`src/rtl/clmac_pkg.sv`:
```
package clmac_pkg;
  typedef enum logic {
    FIELD_BIN = 1'b0,
    FIELD_INT = 1'b1
  } field_e;
endpackage

```
`src/rtl/clmac_ppgen.sv`:
```
module clmac_ppgen #(
  parameter int W = 8
) (
  input  logic [W-1:0]                mcand_i,
  input  logic [W-1:0]                mplier_i,
  output logic [W-1:0][2*W-1:0]       row_o
);
  localparam int PW = 2 * W;

  for (genvar i = 0; i < W; i++) begin : g_row
    assign row_o[i] = mplier_i[i] ? (PW'(mcand_i) << i) : '0;
  end
endmodule

```
`src/rtl/clmac_tree.sv`:
```
module clmac_tree #(
  parameter int W = 8
) (
  input  logic [W-1:0][2*W-1:0] row_i,
  input  logic [W-1:0]          acc_i,
  input  logic [W-1:0]          xc_i,
  output logic [2*W-1:0]        xr_o,
  output logic [2*W-1:0]        half_a_o,
  output logic [2*W-1:0]        half_b_o
);
  localparam int PW = 2 * W;

  // Carry-less sum and two integer half-sums share the same row terms;
  // accumulator and carry enter as extra rows.
  always_comb begin
    xr_o     = PW'(acc_i) ^ PW'(xc_i);
    half_a_o = PW'(acc_i);
    half_b_o = PW'(xc_i);
    for (int i = 0; i < W; i++) begin
      xr_o = xr_o ^ row_i[i];
      if (i % 2 == 0) half_a_o = half_a_o + row_i[i];
      else            half_b_o = half_b_o + row_i[i];
    end
  end
endmodule

```
`src/rtl/clmac_unit.sv`:
```
module clmac_unit
  import clmac_pkg::*;
#(
  parameter int W = 8
) (
  input  logic         clk_i,
  input  logic         rst_ni,
  input  logic         clr_i,
  input  logic         rc_we_i,
  input  logic [W-1:0] rc_i,
  input  logic         op_valid_i,
  input  logic         int_mode_i,
  input  logic [W-1:0] rr_i,
  input  logic [W-1:0] rd_i,
  output logic [W-1:0] rd_o,
  output logic         done_o,
  output logic         busy_o
);
  localparam int PW = 2 * W;

  field_e                mode;
  logic                  accept, acc_bin, acc_int;
  logic [W-1:0]          rc_q, xc_q, rd_q;
  logic                  busy_q, done_q;
  logic [W-1:0][PW-1:0]  rows;
  logic [PW-1:0]         xr, half_a, half_b;
  logic [PW-1:0]         sa_q, sb_q, int_sum;

  assign mode    = field_e'(int_mode_i);
  assign accept  = op_valid_i && !busy_q && !clr_i;
  assign acc_bin = accept && (mode == FIELD_BIN);
  assign acc_int = accept && (mode == FIELD_INT);

  clmac_ppgen #(.W(W)) i_ppgen (
    .mcand_i  (rc_q),
    .mplier_i (rr_i),
    .row_o    (rows)
  );

  clmac_tree #(.W(W)) i_tree (
    .row_i    (rows),
    .acc_i    (rd_i),
    .xc_i     (xc_q),
    .xr_o     (xr),
    .half_a_o (half_a),
    .half_b_o (half_b)
  );

  // Second integer cycle: carry-propagate add of the two half-sums
  assign int_sum = sa_q + sb_q;

  always_ff @(posedge clk_i or negedge rst_ni) begin
    if (!rst_ni) begin
      rc_q <= '0;
    end else if (rc_we_i) begin
      rc_q <= rc_i;
    end
  end

  always_ff @(posedge clk_i or negedge rst_ni) begin
    if (!rst_ni) begin
      sa_q <= '0;
      sb_q <= '0;
    end else if (acc_int) begin
      sa_q <= half_a;
      sb_q <= half_b;
    end
  end

  always_ff @(posedge clk_i or negedge rst_ni) begin
    if (!rst_ni) begin
      xc_q   <= '0;
      rd_q   <= '0;
      busy_q <= 1'b0;
      done_q <= 1'b0;
    end else begin
      busy_q <= acc_int;
      done_q <= acc_bin || (busy_q && !clr_i);
      if (clr_i) begin
        xc_q <= '0;
      end else if (acc_bin) begin
        xc_q <= xr[PW-1:W];
        rd_q <= xr[W-1:0];
      end else if (busy_q) begin
        xc_q <= int_sum[PW-1:W];
        rd_q <= int_sum[W-1:0];
      end
    end
  end

  assign rd_o   = rd_q;
  assign done_o = done_q;
  assign busy_o = busy_q;
endmodule

```
`config.mk`:
```
export PLATFORM = sky130hd
export DESIGN_NAME = clmac_unit
export DESIGN_NICKNAME = d
export VERILOG_FILES = /design/src/rtl/clmac_pkg.sv /design/src/rtl/clmac_ppgen.sv /design/src/rtl/clmac_tree.sv /design/src/rtl/clmac_unit.sv
export SDC_FILE = /design/constraint.sdc
export NUM_CORES = 1
export LEC_CHECK = 0
export BUFFER_PORTS_ARGS = -buffer_cell sky130_fd_sc_hd__buf_2
export CORE_AREA = 5 5 110 153
export CTS_CLUSTER_SIZE = 14
export DETAILED_ROUTE_END_ITERATION = 8
export DIE_AREA = 0 0 115 158
export PLACE_DENSITY = 0.59
export SYNTH_ARGS = -nofsm -noshare
export SYNTH_HDL_FRONTEND = slang
export SYNTH_SLANG_ARGS = --single-unit
```
`constraint.sdc`:
```
create_clock -name clk_i -period 4.88 [get_ports clk_i]
set_input_delay 0.244 -clock clk_i [delete_from_list [all_inputs] [get_ports clk_i]]
set_output_delay 0.244 -clock clk_i [all_outputs]
set_load 0.05 [all_outputs]
```
==> impl_metrics.py <==
metrics = {
    "synthesis": {
        "synth.yosys.seq_area_share": 0.239,
        "synth.area.top_cells": "dfrtp_1, ha_1, xnor2_1",
        "yosys_warnings": 0,
        "synth-seq-cells": 57,
        "ys_top_cells_by_count": "nand2_1, ha_1, xnor2_1, and2_1, dfrtp_1",
        "synthMuxAreaShare": 0.0251,
        "synth-compound-area-share": 0.176,
        "most_frequently_used_cell_type_in_the_post_synthesis_netlist": "nand2_1",
        "synthDistinctLibCells": 61,
        "yosysTopAreaCellShare": 0.239,
        "post_synth_xor_area_fraction": 0.126,
        "combinational_family_with_the_most_area_after_synthesis": "adder cells",
        "async_flop_share": 1.00,
        "syn-num-nets": 792,
        "synth_area_in_simple_gates": 0.179,
        "synth_adder_area_share": 0.228,
        "mappedNetlistArea_um2": 5970,
        "post_synth.cell_area_avg_um2": 8.95,
        "number_of_enable_flip_flop_cells_after_synthesis": 0,
        "post-synth-top-area-cell": "dfrtp_1",
        "netlist_instances": 667,
        "synth-main-ff-cell": "dfrtp_1",
    },
    "die": {
        "fp.coreArea_um2": 15400,
        "i_o_pin_total": 40,
        "chipWidth_um": 115,
        "die-area_um2": 18200,
        "placement_rows": 54,
        "die-height_um": 158,
        "initial_core_util": 0.388,
    },
    "setup_path": {
        "crit_path_start_kind": "flip-flop",
        "timing.rr.start": "rc_q[1]$_DFFE_PN0P_",
        "worst_ep_required_time_ns": 5.07,
        "end_kind": "flip-flop",
        "critPathKind": "reg2reg",
        "worst_r2r_path_depth": 19,
        "crit_arrival_ns": 4.87,
        "reg2reg_to": "sb_q[14]$_DFFE_PN0P_",
        "cp_max_fo": 4,
        "regToRegSetupSlack_ns": 0.19,
    },
    "global_route": {
        "global_route_wire_length_before_repair_um": 26800,
        "first_global_vias": 5227,
        "number_of_antenna_violations_at_the_first_check_in_global_routing": 0,
        "grt_use_total": 0.190,
        "globalRoute.totalOverflow": 0,
        "grt_max_degree": 58,
    },
    "timing": {
        "fmax_mhz": 213,
        "final_max_slew_viol_count": 0,
        "worst_slack_ns": 0.194,
        "rsz0062_at_grt": "no",
        "setup-violations-final": 0,
        "tightest_slew_ns": 1.06,
        "slew-limit-headroom": 0.297,
        "clock_skew_ns": 0.0137,
        "final_period_minus_worst_setup_slack_ns": 4.69,
        "post-route-period-util": 0.960,
        "final-hold-violation-count": 0,
    },
    "drt": {
        "antenna_left": 0,
        "detailedRoute.firstPassIterationCount": 5,
        "drt-initial-drc-count": 422,
        "detail_route.wirelength_um": 16900,
        "via_count": 5094,
        "drcViolationCount": 0,
        "vias_per_cell": 5.56,
        "routedWlPerCell_um": 18.4,
    },
    "clock_network": {
        "cts_htree_levels": 3,
        "ctsHoldBuffers": 0,
        "clockBufferDepth": 2,
        "clock_insertion_delay_worst_skew_ns": 0.34,
        "cts.clk_slew.worst_paths_ns": 0.05,
        "cts_tree": "yes",
        "clkSinkCount": 57,
        "cts_inserted_buffers": 9,
        "ctsRootBufferMaster": "clkbuf_16",
    },
    "placed_design": {
        "detailed_place.area_um2": 6460,
        "detailedPlace.worstSlack_ns": -0.0102,
        "placed_cells_incl_taps": 901,
        "port-buffer-count": 39,
        "dpl.hpwl_um": 13300,
        "gp_congestion": 0.891,
    },
    "layout": {
        "ratio_of_cells_with_drive_above_1_in_the_final_layout": 0.131,
        "cell_area_after_layout_um2": 6820,
        "antenna_cells_inserted": 0,
        "areaGrowthSynthToFinish_pct": 14.1,
        "nets": 841,
        "filler_cell_count": 1517,
        "layout.cells.non_filler": 916,
    },
    "run_status": {
        "outcome": "completed",
    },
    "min_path": {
        "path_category_of_the_worst_min_delay_check": "in2async",
    },
    "pwr": {
        "maximum_ir_drop_on_the_vdd_rail_uv": 209,
        "total_leakage_power_uw": 0.00320,
        "p_per_area_nw_per_um2": 475,
    },
    "job": {
        "max_cap_viol_count": 0,
    },
}
-- report_power, final --
group          internal (uW)  switching, uW  total (uW)
combinational            753           1100        1850
clock                    418            229         647
sequential               620            119         739
-- kinds of logic after synthesis --
family          Yosys count
buf+inv                  44
fa+ha+maj                95
flops                    57
xor+xnor                 84
compound gates          157
mux                      14
simple gates            216
-- state kept, by name, summed over array words and instances, names as in the netlist --
signal,count
sb_q,16
sa_q,15
rc_q,8
rd_o,8
xc_q,8
busy_o,1
done_o,1
-- layout by cell type, fill, tap and decap left out, types with 9 or more instances in the layout --
cell / count
xnor2_1: 65
a21oi_1: 26
o21ai_0: 38
clkbuf_16: 9
nand2_1: 78
a211oi_1: 10
dfrtp_1: 57
buf_4: 12
and2_1: 57
nor2_1: 36
ha_1: 71
nor3_1: 9
xor2_1: 18
buf_2: 39
fa_1: 23
inv_1: 30
a21o_1: 10
o21a_1: 11
-- per-layer routing --
metal,GRT usage,part of all wire
met5,0,0
met1,0.211,0.40
met2,0.362,0.54
met4,0.0694,0.024
met3,0.0256,0.032
-- layout make-up --
| cell class | instances | area, um^2 | share of cell area |
|---|---|---|---|
| timing repair buffer | 51 | 285 | 0.0419 |
| inverter | 31 | 116 | 0.0171 |
| tap | 196 | 245 | 0.0360 |
| sequential | 57 | 1430 | 0.209 |
| clock inverter | 3 | 40.0 | 0.00587 |
| clock buffer | 12 | 256 | 0.0376 |
| multi-input combinational | 566 | 4450 | 0.652 |
-- how the worst max path moves through the flow --
stage | startpoint | end | slack, ns
2_1_floorplan | rc_q[0]$_DFFE_PN0P_ | sa_q[13]$_DFFE_PN0P_ | 0.39
3_3_place_gp | rr_i[0] | sa_q[14]$_DFFE_PN0P_ | 0.05
3_5_place_dp | rr_i[0] | sa_q[14]$_DFFE_PN0P_ | -0.01
4_1_cts | rc_q[0]$_DFFE_PN0P_ | sa_q[13]$_DFFE_PN0P_ | 0.04
5_1_grt | rc_q[0]$_DFFE_PN0P_ | sb_q[14]$_DFFE_PN0P_ | 0.008
6_report | rc_q[1]$_DFFE_PN0P_ | sb_q[14]$_DFFE_PN0P_ | 0.19
-- through the flow --
step                      hold WS, ns  utilization  setup TNS [ns]  power (uW)
after global routing            0.148        0.442               0        3470
final                          0.0646        0.442               0        3240
after floorplan               -0.0516            -               0        2050
after CTS                       0.117        0.439               0        3200
after global placement          0.462        0.419               0        2500
after detailed placement        0.464        0.419         -0.0102        2530
-- critical path: stages (launching register included) --
cell and delay (ns):
dfrtp_1 0.40, nand2_1 0.09, inv_1 0.04, ha_1 0.26, a21o_1 0.18, a21oi_1 0.19, o21ai_0 0.17, o41ai_1 0.43
xor2_1 0.17, fa_1 0.57, inv_1 0.06, fa_1 0.53, inv_1 0.04, ha_1 0.33, o21a_1 0.14, a211oi_2 0.25
o21bai_1 0.14, o31a_1 0.27, mux2i_1 0.16, o311ai_1 0.12
-- repair_timing --
item                                    4_1_cts  5_1_grt
pin swaps                                     0        8
cloned                                        0        0
gates resized for setup                       2       14
endpoints found under the setup margin        2       10
setup buffers                                 0        0
(Power assumes the default switching activity.)
